File: config.mk
export PLATFORM = sky130hd
export DESIGN_NAME = bulk_in_pingpong
export DESIGN_NICKNAME = d
export VERILOG_FILES = /design/src/rtl/bip_pkg.sv /design/src/rtl/bip_slot_mem.sv /design/src/rtl/bip_load_ctrl.sv /design/src/rtl/bip_tx_ctrl.sv /design/src/rtl/bulk_in_pingpong.sv
export SDC_FILE = /design/constraint.sdc
export NUM_CORES = 1
export LEC_CHECK = 0
export BUFFER_PORTS_ARGS = -buffer_cell sky130_fd_sc_hd__buf_2
export CAP_MARGIN = 20
export CORE_UTILIZATION = 62
export CTS_CLUSTER_DIAMETER = 60
export DETAILED_ROUTE_END_ITERATION = 16
export PLACE_DENSITY = 0.79
export SLEW_MARGIN = 10
export SYNTH_ARGS = -nofsm -noshare
export SYNTH_HDL_FRONTEND = slang
export SYNTH_SLANG_ARGS = --single-unit
File: constraint.sdc
create_clock -name clk -period 3.1 [get_ports clk]
set_clock_uncertainty 0.15 [all_clocks]
set_input_delay 0.155 -clock clk [delete_from_list [all_inputs] [get_ports clk]]
set_output_delay 0.155 -clock clk [all_outputs]
set_load 0.02 [all_outputs]
File: src/rtl/bip_pkg.sv
package bip_pkg;

  // Bits needed to hold a count from 0 up to and including depth.
  function automatic int cnt_bits(input int depth);
    return $clog2(depth + 1);
  endfunction

  // Bits needed to index depth entries.
  function automatic int idx_bits(input int depth);
    return (depth > 1) ? $clog2(depth) : 1;
  endfunction

endpackage

File: src/rtl/bip_slot_mem.sv
module bip_slot_mem #(
  parameter int DATA_W = 8,
  parameter int DEPTH  = 64,
  parameter int SLOTS  = 2,
  localparam int ADDR_W = bip_pkg::idx_bits(SLOTS * DEPTH)
) (
  input  logic              clk,
  input  logic              we,
  input  logic [ADDR_W-1:0] waddr,
  input  logic [DATA_W-1:0] wdata,
  input  logic              re,
  input  logic [ADDR_W-1:0] raddr,
  output logic [DATA_W-1:0] rdata
);

  // Simple dual-port array with a registered read, so that it maps to block RAM.
  logic [DATA_W-1:0] mem [SLOTS*DEPTH];

  always_ff @(posedge clk) begin
    if (we) mem[waddr] <= wdata;
  end

  always_ff @(posedge clk) begin
    if (re) rdata <= mem[raddr];
  end

endmodule

File: src/rtl/bip_load_ctrl.sv
module bip_load_ctrl #(
  parameter int DEPTH = 64,
  localparam int LEN_W = bip_pkg::cnt_bits(DEPTH),
  localparam int IDX_W = bip_pkg::idx_bits(DEPTH)
) (
  input  logic             clk,
  input  logic             rst,
  input  logic             wr_en,
  input  logic             commit,
  input  logic [1:0]       slot_full,
  output logic             mem_we,
  output logic             ld_slot,
  output logic [IDX_W-1:0] ld_idx,
  output logic             commit_fire,
  output logic [LEN_W-1:0] commit_len,
  output logic             drop_wr
);

  logic             sel_q;
  logic [LEN_W-1:0] cnt_q;
  logic             slot_open;
  logic             room;

  // The slot under load is free unless both slots are full.
  assign slot_open   = !slot_full[sel_q];
  assign room        = cnt_q < LEN_W'(DEPTH);
  assign mem_we      = wr_en && slot_open && room;
  assign drop_wr     = wr_en && !mem_we;
  assign commit_fire = commit && slot_open;
  assign commit_len  = cnt_q;
  assign ld_slot     = sel_q;
  assign ld_idx      = cnt_q[IDX_W-1:0];

  always_ff @(posedge clk) begin
    if (rst) begin
      sel_q <= 1'b0;
      cnt_q <= '0;
    end else if (commit_fire) begin
      sel_q <= !sel_q;
      cnt_q <= '0;
    end else if (mem_we) begin
      cnt_q <= cnt_q + 1'b1;
    end
  end

endmodule

File: src/rtl/bip_tx_ctrl.sv
module bip_tx_ctrl #(
  parameter int DEPTH = 64,
  localparam int IDX_W = bip_pkg::idx_bits(DEPTH)
) (
  input  logic             clk,
  input  logic             rst,
  input  logic             rd_en,
  input  logic             ack,
  input  logic             retry,
  input  logic [1:0]       slot_full,
  output logic             tx_slot,
  output logic             tx_busy,
  output logic             ack_fire,
  output logic             mem_re,
  output logic [IDX_W-1:0] rd_idx
);

  logic             sel_q;
  logic [IDX_W-1:0] ptr_q;

  assign tx_slot  = sel_q;
  assign tx_busy  = slot_full[sel_q];
  assign ack_fire = ack && tx_busy;
  assign mem_re   = rd_en && tx_busy;
  assign rd_idx   = ptr_q;

  // An ack takes priority over a retry or a read in the same cycle.
  always_ff @(posedge clk) begin
    if (rst) begin
      sel_q <= 1'b0;
      ptr_q <= '0;
    end else if (ack_fire) begin
      sel_q <= !sel_q;
      ptr_q <= '0;
    end else if (retry && tx_busy) begin
      ptr_q <= '0;
    end else if (mem_re) begin
      ptr_q <= ptr_q + 1'b1;
    end
  end

endmodule

File: src/rtl/bulk_in_pingpong.sv
module bulk_in_pingpong #(
  parameter int DATA_W = 8,
  parameter int BUS_W  = 32,
  parameter int DEPTH  = 64,
  localparam int SLOTS = 2,
  localparam int LEN_W = bip_pkg::cnt_bits(DEPTH),
  localparam int IDX_W = bip_pkg::idx_bits(DEPTH),
  localparam int ADDR_W = bip_pkg::idx_bits(SLOTS * DEPTH)
) (
  input  logic              clk,
  input  logic              rst,
  input  logic              wr_en,
  input  logic [BUS_W-1:0]  wr_data,
  input  logic              commit,
  output logic              svc_req,
  output logic              overflow,
  output logic              pkt_ready,
  output logic [LEN_W-1:0]  pkt_len,
  input  logic              rd_en,
  output logic [DATA_W-1:0] rd_data,
  input  logic              ack,
  input  logic              retry
);

  logic [SLOTS-1:0] full_q;
  logic [SLOTS-1:0] full_nxt;
  logic [LEN_W-1:0] len_q [SLOTS];

  logic             mem_we, ld_slot, commit_fire, drop_wr;
  logic [IDX_W-1:0] ld_idx;
  logic [LEN_W-1:0] commit_len;
  logic             tx_slot, tx_busy, ack_fire, mem_re;
  logic [IDX_W-1:0] rd_idx;
  logic             unused_hi;

  // The upper bits of the write word carry no data.
  assign unused_hi = ^wr_data[BUS_W-1:DATA_W];

  bip_load_ctrl #(.DEPTH(DEPTH)) load_i (
    .clk(clk), .rst(rst), .wr_en(wr_en), .commit(commit), .slot_full(full_q),
    .mem_we(mem_we), .ld_slot(ld_slot), .ld_idx(ld_idx),
    .commit_fire(commit_fire), .commit_len(commit_len), .drop_wr(drop_wr)
  );

  bip_tx_ctrl #(.DEPTH(DEPTH)) tx_i (
    .clk(clk), .rst(rst), .rd_en(rd_en), .ack(ack), .retry(retry),
    .slot_full(full_q), .tx_slot(tx_slot), .tx_busy(tx_busy),
    .ack_fire(ack_fire), .mem_re(mem_re), .rd_idx(rd_idx)
  );

  bip_slot_mem #(.DATA_W(DATA_W), .DEPTH(DEPTH), .SLOTS(SLOTS)) mem_i (
    .clk(clk),
    .we(mem_we),
    .waddr(ADDR_W'({ld_slot, ld_idx})),
    .wdata(wr_data[DATA_W-1:0]),
    .re(mem_re),
    .raddr(ADDR_W'({tx_slot, rd_idx})),
    .rdata(rd_data)
  );

  // Per-slot status: a commit fills the slot under load and an ack empties the
  // slot under transmission. The two never hit the same slot in one cycle.
  for (genvar s = 0; s < SLOTS; s++) begin : g_slot
    always_comb begin
      full_nxt[s] = full_q[s];
      if (commit_fire && (ld_slot == 1'(s)))  full_nxt[s] = 1'b1;
      else if (ack_fire && (tx_slot == 1'(s))) full_nxt[s] = 1'b0;
    end

    always_ff @(posedge clk) begin
      if (rst) begin
        full_q[s] <= 1'b0;
        len_q[s]  <= '0;
      end else begin
        full_q[s] <= full_nxt[s];
        if (commit_fire && (ld_slot == 1'(s))) len_q[s] <= commit_len;
      end
    end
  end

  always_ff @(posedge clk) begin
    if (rst) begin
      svc_req  <= 1'b1;
      overflow <= 1'b0;
    end else begin
      svc_req  <= !(&full_nxt);
      overflow <= overflow | drop_wr;
    end
  end

  assign pkt_ready = tx_busy;
  assign pkt_len   = len_q[tx_slot];

endmodule

Yosys cells after proc, flatten, opt, wreduce, memory -nomap -nowiden
Memory sizes are Yosys's and may differ from the RTL's. A register that Yosys moved wholly into a read port is not among the register bits.
Index checks and enable logic that the tools add are counted.
Word-level totals
  bits in latches: 0
  output and inout port bits: 18
  memory bits (read-only): 0
  memory bits (writable): 1038
  memories kept: 2
  register bits after elaboration: 19
Cells by class
  equal/unequal tests: 0
  muxes and demuxes: 22
  reduce and logical (&&, ||, !) cells: 19
  bitwise operators: 5
  shift operators: 0
  $add $sub $neg: 2
  $lt $le $gt $ge: 3
  multiply operators: 0
  divide/modulo/power cells: 0
Memories
  mem_i.mem: depth 128, bits a word 8, read ports 1, clocked after Yosys merged registers in 1, write ports 1, RTL line bip_slot_mem.sv:17  | logic [DATA_W-1:0] mem [SLOTS*DEPTH];
  len_q: depth 2, bits a word 7, read ports 1, clocked after Yosys merged registers in 1, write ports 2, RTL line bulk_in_pingpong.sv:27  | logic [LEN_W-1:0] len_q [SLOTS];
Operator list (number)
  1-bit two-way mux: 20
  7-bit two-way mux: 2
  1-bit logical AND: 11
  7-bit by 1-bit adder with 7-bit output (second input constant): 1
  7-bit less-than comparator (second input constant): 1
  6-bit by 1-bit adder with 6-bit output (second input constant): 1
  1-bit logical NOT: 5
  1-bit by 2-bit less-than comparator with 1-bit output (second input constant): 2
  1-bit bitwise OR: 3
  3-bit OR reduction: 1
  1-bit NOT: 2
  2-bit AND reduction: 1
  2-bit OR reduction: 1

Logic depth before layout (Yosys ltp)
  depth after elaboration: 9
  depth in mapped cells: 10
  depth with buffers taken out: 6

By module
From an unflattened synthesis, not the netlist that was laid out.
Unflattened totals
  cells, all modules: 1788
  area, all modules: 41335.9 um^2
Modules (own cells, without submodules)
  bip_slot_mem: cells an instance 1635, times used 1, sequential area each 30989.7 um^2, area each 39745.6 um^2
  bulk_in_pingpong: cells an instance 56, times used 1, sequential area each 500.5 um^2, area each 778.2 um^2
  bip_load_ctrl: cells an instance 56, times used 1, sequential area each 160.2 um^2, area each 471.7 um^2
  bip_tx_ctrl: cells an instance 41, times used 1, sequential area each 140.1 um^2, area each 340.3 um^2

Least setup slack after synthesis
No wires, ideal clock.
  kind: register -> register
  start: reg load_i.sel_q (netlist: load_i.ld_slot)
  end: mem mem_i.mem[127][0] (enable)
  required time: 2.579 ns
  stages on the path, launching flop included: 9
  clock period less this slack: 2.408 ns
  setup time: 0.371 ns
  data arrival time: 1.887 ns
  path slack: 0.692 ns
  path through: dfxtp_1 > buf_2 > and2b_1 > o21a_1 > and2_1 > clkbuf_1 > nand2_1 > buf_2 > nor2_1
Between the ends
  word-level cells in the longest chain between the ends: 7
Ends and longest elaborated chain
  start: declaration: RTL line bip_load_ctrl.sv:19  | logic sel_q;
  start signal: assignment: RTL line bip_load_ctrl.sv:39  | sel_q <= !sel_q;
  1-bit two-way mux (implied by the code) (2 in a row): RTL line bip_load_ctrl.sv:25  | assign slot_open = !slot_full[sel_q];
  1-bit logical NOT: RTL line bip_load_ctrl.sv:25
  1-bit logical AND (2 in a row): RTL line bip_load_ctrl.sv:27  | assign mem_we = wr_en && slot_open && room;
  1-bit two-way mux: RTL line bip_slot_mem.sv:20  | if (we) mem[waddr] <= wdata;
  1-bit two-way mux (implied by the code): RTL line bip_slot_mem.sv:20
  end: declaration: RTL line bip_slot_mem.sv:17
Parallel ways exist; a longest one is shown, timed or not. The select of a mux whose other input is x is not followed.

==> summary.txt <==
Timing
  • Hold slack: 0.06264 ns
  • Setup TNS: 0 ns
  • Tcrit/Tclk final: 92.56%
  • Max-slew violation count: 0
  • Fmax: 348.5 MHz
  • Slew @ Worst Pin: 1.229 ns
  • Relative slew slack: 18.06%
  • Hold Vio Cnt, Final: 0
  • Final Setup Violations: 0
  • Fin crit period: 2.869 ns
  • RSZ-0062 raised after global routing: false

Critical path
  • Crit path DAT: 3.14 ns
  • CP max stage cell: mux4_2
  • Reg2reg end: mem_i.rdata[6]
  • Worst-path fanout max: 26
  • Flop-to-flop setup slack: 0.23 ns
  • Slowest stage delay, CP: 0.55 ns
  • FF-to-FF Start: tx_i.rd_idx[0]
  • R2R cell count: 6
  • Crit path required time: 3.37 ns
  • Cells along the critical path: buf_12 -> mux4_2 -> a211oi_1 -> a221oi_1 -> a311o_1 -> o211a_1
  • Kind of critical path: reg -> reg
  • Worst setup SP type: flip-flop
  • Crit. End Element: flip-flop

GRT
  • GR Layer Usage met1: 38.00%
  • Met2 Track Usage GR: 48.21%
  • Grt peak-use layer: met2
  • Largest net degree at the start of global routing: 101
  • Initial antenna violation count: 1
  • GRT Total Usage: 28.81%
  • Vias in the first global route: 22380
  • Grt met3 use: 5.091%
  • Global-route wire length before repair: 141300 µm
  • Total grt overflow: 0

Synthesis
  • Post-synthesis net count: 2113
  • Mapped cell area: 41720 µm²
  • Cells after synthesis: 2070
  • Post-synth ARST share: 0%
  • Syn Area/Cell: 20.15 µm²
  • Yosys cell types: 45
  • Seq/Total Area, Yosys: 76.25%
  • EDFF count, synth: 1046
  • Synth Register Bits: 1066
  • Yosys warnings: 0
  • Most used DFF post-synth: edfxtp_1

Pwr
  • Internal Power: 23.13 mW
  • Clk network pwr share: 41.1%
  • P per Cell Area: 612.4 nW/µm²
  • VDD IR max: 0.5598 mV
  • Sequential share of power: 54.8%
  • Net Sw Power: 5.906 mW
  • Leakage power: 14.67 nW
  • Sw Ratio: 20.34%
  • Combinational group share of total power: 4.2%

Placement
  • Placed cell areas: 44070 µm²
  • # placed instances: 3060
  • Gpl congestion: 0.8692
  • I/O Buffers: 32
  • Detail Placement HPWL: 55470 µm

Routing
  • Vias per cell: 6.624
  • TritonRoute pass-1 iters: 16
  • Vias: 21561
  • Initial DRC count: 2675
  • Final ANT Viol Nets: 0
  • DR DRC count: 2
  • Routed wire length: 95560 µm
  • WL/cell: 29.36 µm

Clock network
  • Clock Tree Buf Depth: 3
  • TritonCTS clock tree: yes
  • Worst skew pair latency: 0.66 ns
  • CTS root buffer: clkbuf_16
  • H-tree Lvls: 3
  • Num CTS Buffers: 101
  • Clock transition at path regs: 0.06 ns
  • Clk sinks: 1066

Finish
  • Share of post-route cells with drive strength above 1: 25.36%
  • Final instance area: 47410 µm²
  • Commonest non-fill, non-tap cell in the layout: edfxtp_1
  • Most frequent cells in the layout: 1046 x edfxtp_1, 198 x buf_4, 196 x mux2i_1
  • Fin nets: 2357
  • Final cell count without fillers: 3255
  • Final Util: 71.60%
  • Syn-to-layout area delta: 13.65%

Worst hold path
  • Hold Path Origin: wr_data[4]
  • End of the worst hold path: mem_i.mem[115][4]
  • Hold path depth: 1
  • Hold/Removal Path Class: in -> reg

Run
  • Max Cap Viol: 0

Floorplan
  • Initial core utilization: 63.00%
  • Standard-cell rows: 94
  • Die area: 68320 µm²
  • Ports: 57
  • Core area: 66220 µm²
  • Die Wd: 261.4 µm
  • Die Y: 261.4 µm

Status
  • Violated checks: DRC
  • Outcome: finished with violations
==> cell families after synthesis <==
kind of cell,synth area share [%]
flops,76.25
mux,15.23
simple gates,2.933
compound gates,3.485
buf+inv,1.767
xor+xnor,0.2099
fa+ha+maj,0.1200
==> cells in the mapped netlist, drive strengths merged, types with 11 or more instances <==
library cell,n,share of area [%]
nand2,24,0.22
mux2i,196,4.7
edfxtp,1046,75
nor2,163,1.5
a22oi,28,0.50
buf,75,1.4
clkbuf,39,0.35
dfxtp,20,0.96
nand3,37,0.44
and2,18,0.27
nor2b,11,0.16
o221ai,32,0.67
nand4,13,0.19
o21ai,32,0.38
a21oi,35,0.42
o22ai,31,0.46
mux4,191,10
a211oi,30,0.80
==> layout make-up <==
type | count | area, µm²
inverter | 5 | 18.77
fill | 3671 | 18800
multi-input combinational | 885 | 9181
sequential | 1066 | 31820
clock inverter | 58 | 564.3
clock buffer | 121 | 2624
antenna | 1 | 2.502
tap | 864 | 1081
timing repair buffer | 255 | 2117
==> power groups by stage <==
stage          Clock (mW)  Sequential (mW)  Combinational, mW
2_1_floorplan           0             16.2              0.718
3_3_place_gp            0             16.2               1.14
3_5_place_dp            0             16.2               1.18
4_1_cts              12.0             15.9               1.21
5_1_grt              12.5             15.9               1.28
6_report             11.9             15.9               1.21
==> worst max-delay path, delay by kind of cell (launching register included) <==
family,cells,cell delay (ns)
DFF,1,0.45
buffers and inverters,1,0.26
muxes,1,0.55
AOI/OAI and AO/OA,4,1.19
==> per-stage QoR <==
| stage | power, mW | worst slack (ns) |
|---|---|---|
| finish | 29.03 | 0.2307 |
| detailed placement | 17.39 | 0.2899 |
| floorplan | 16.92 | 0.6923 |
| global placement | 17.34 | 0.3156 |
| CTS | 29.16 | 0.2134 |
| global route | 29.72 | 0.1074 |
==> sequential cells by signal, indices dropped and copies added (netlist names), named ones only <==
register           flops
load_i.commit_len      7
full_q                 2
tx_i.rd_idx            6
tx_i.tx_slot           1
mem_i.mem           1024
overflow               1
len_q                 14
mem_i.rdata            8
svc_req                1
load_i.ld_slot         1
==> metal layers <==
layer / vias up / wire [µm]
met2: 1183 / 48580
met4: 2 / 3894
li1: 8994 / -
met3: 246 / 8062
met5: - / 13
met1: 11136 / 35010
==> worst max-delay path by stage <==
stage	startpoint	to	slack, ns	cells past startpoint
after floorplan	load_i.ld_slot	mem_i.mem[127][0]	0.69	8
after global placement	tx_i.rd_idx[0]	mem_i.rdata[6]	0.32	6
after detailed placement	tx_i.rd_idx[0]	mem_i.rdata[4]	0.29	9
after CTS	tx_i.rd_idx[0]	mem_i.rdata[4]	0.21	9
after global routing	tx_i.rd_idx[0]	mem_i.rdata[4]	0.11	9
final	tx_i.rd_idx[0]	mem_i.rdata[6]	0.23	6
==> repair_timing <==
| action | CTS | global route |
|---|---|---|
| hold buffers | 15 | 0 |
| setup buffers | 0 | 0 |
| endpoints found under the hold margin | 361 | 0 |
| gates resized for setup | 0 | 0 |
| setup endpoints to repair | 0 | 0 |
(Power assumes the default switching activity.)
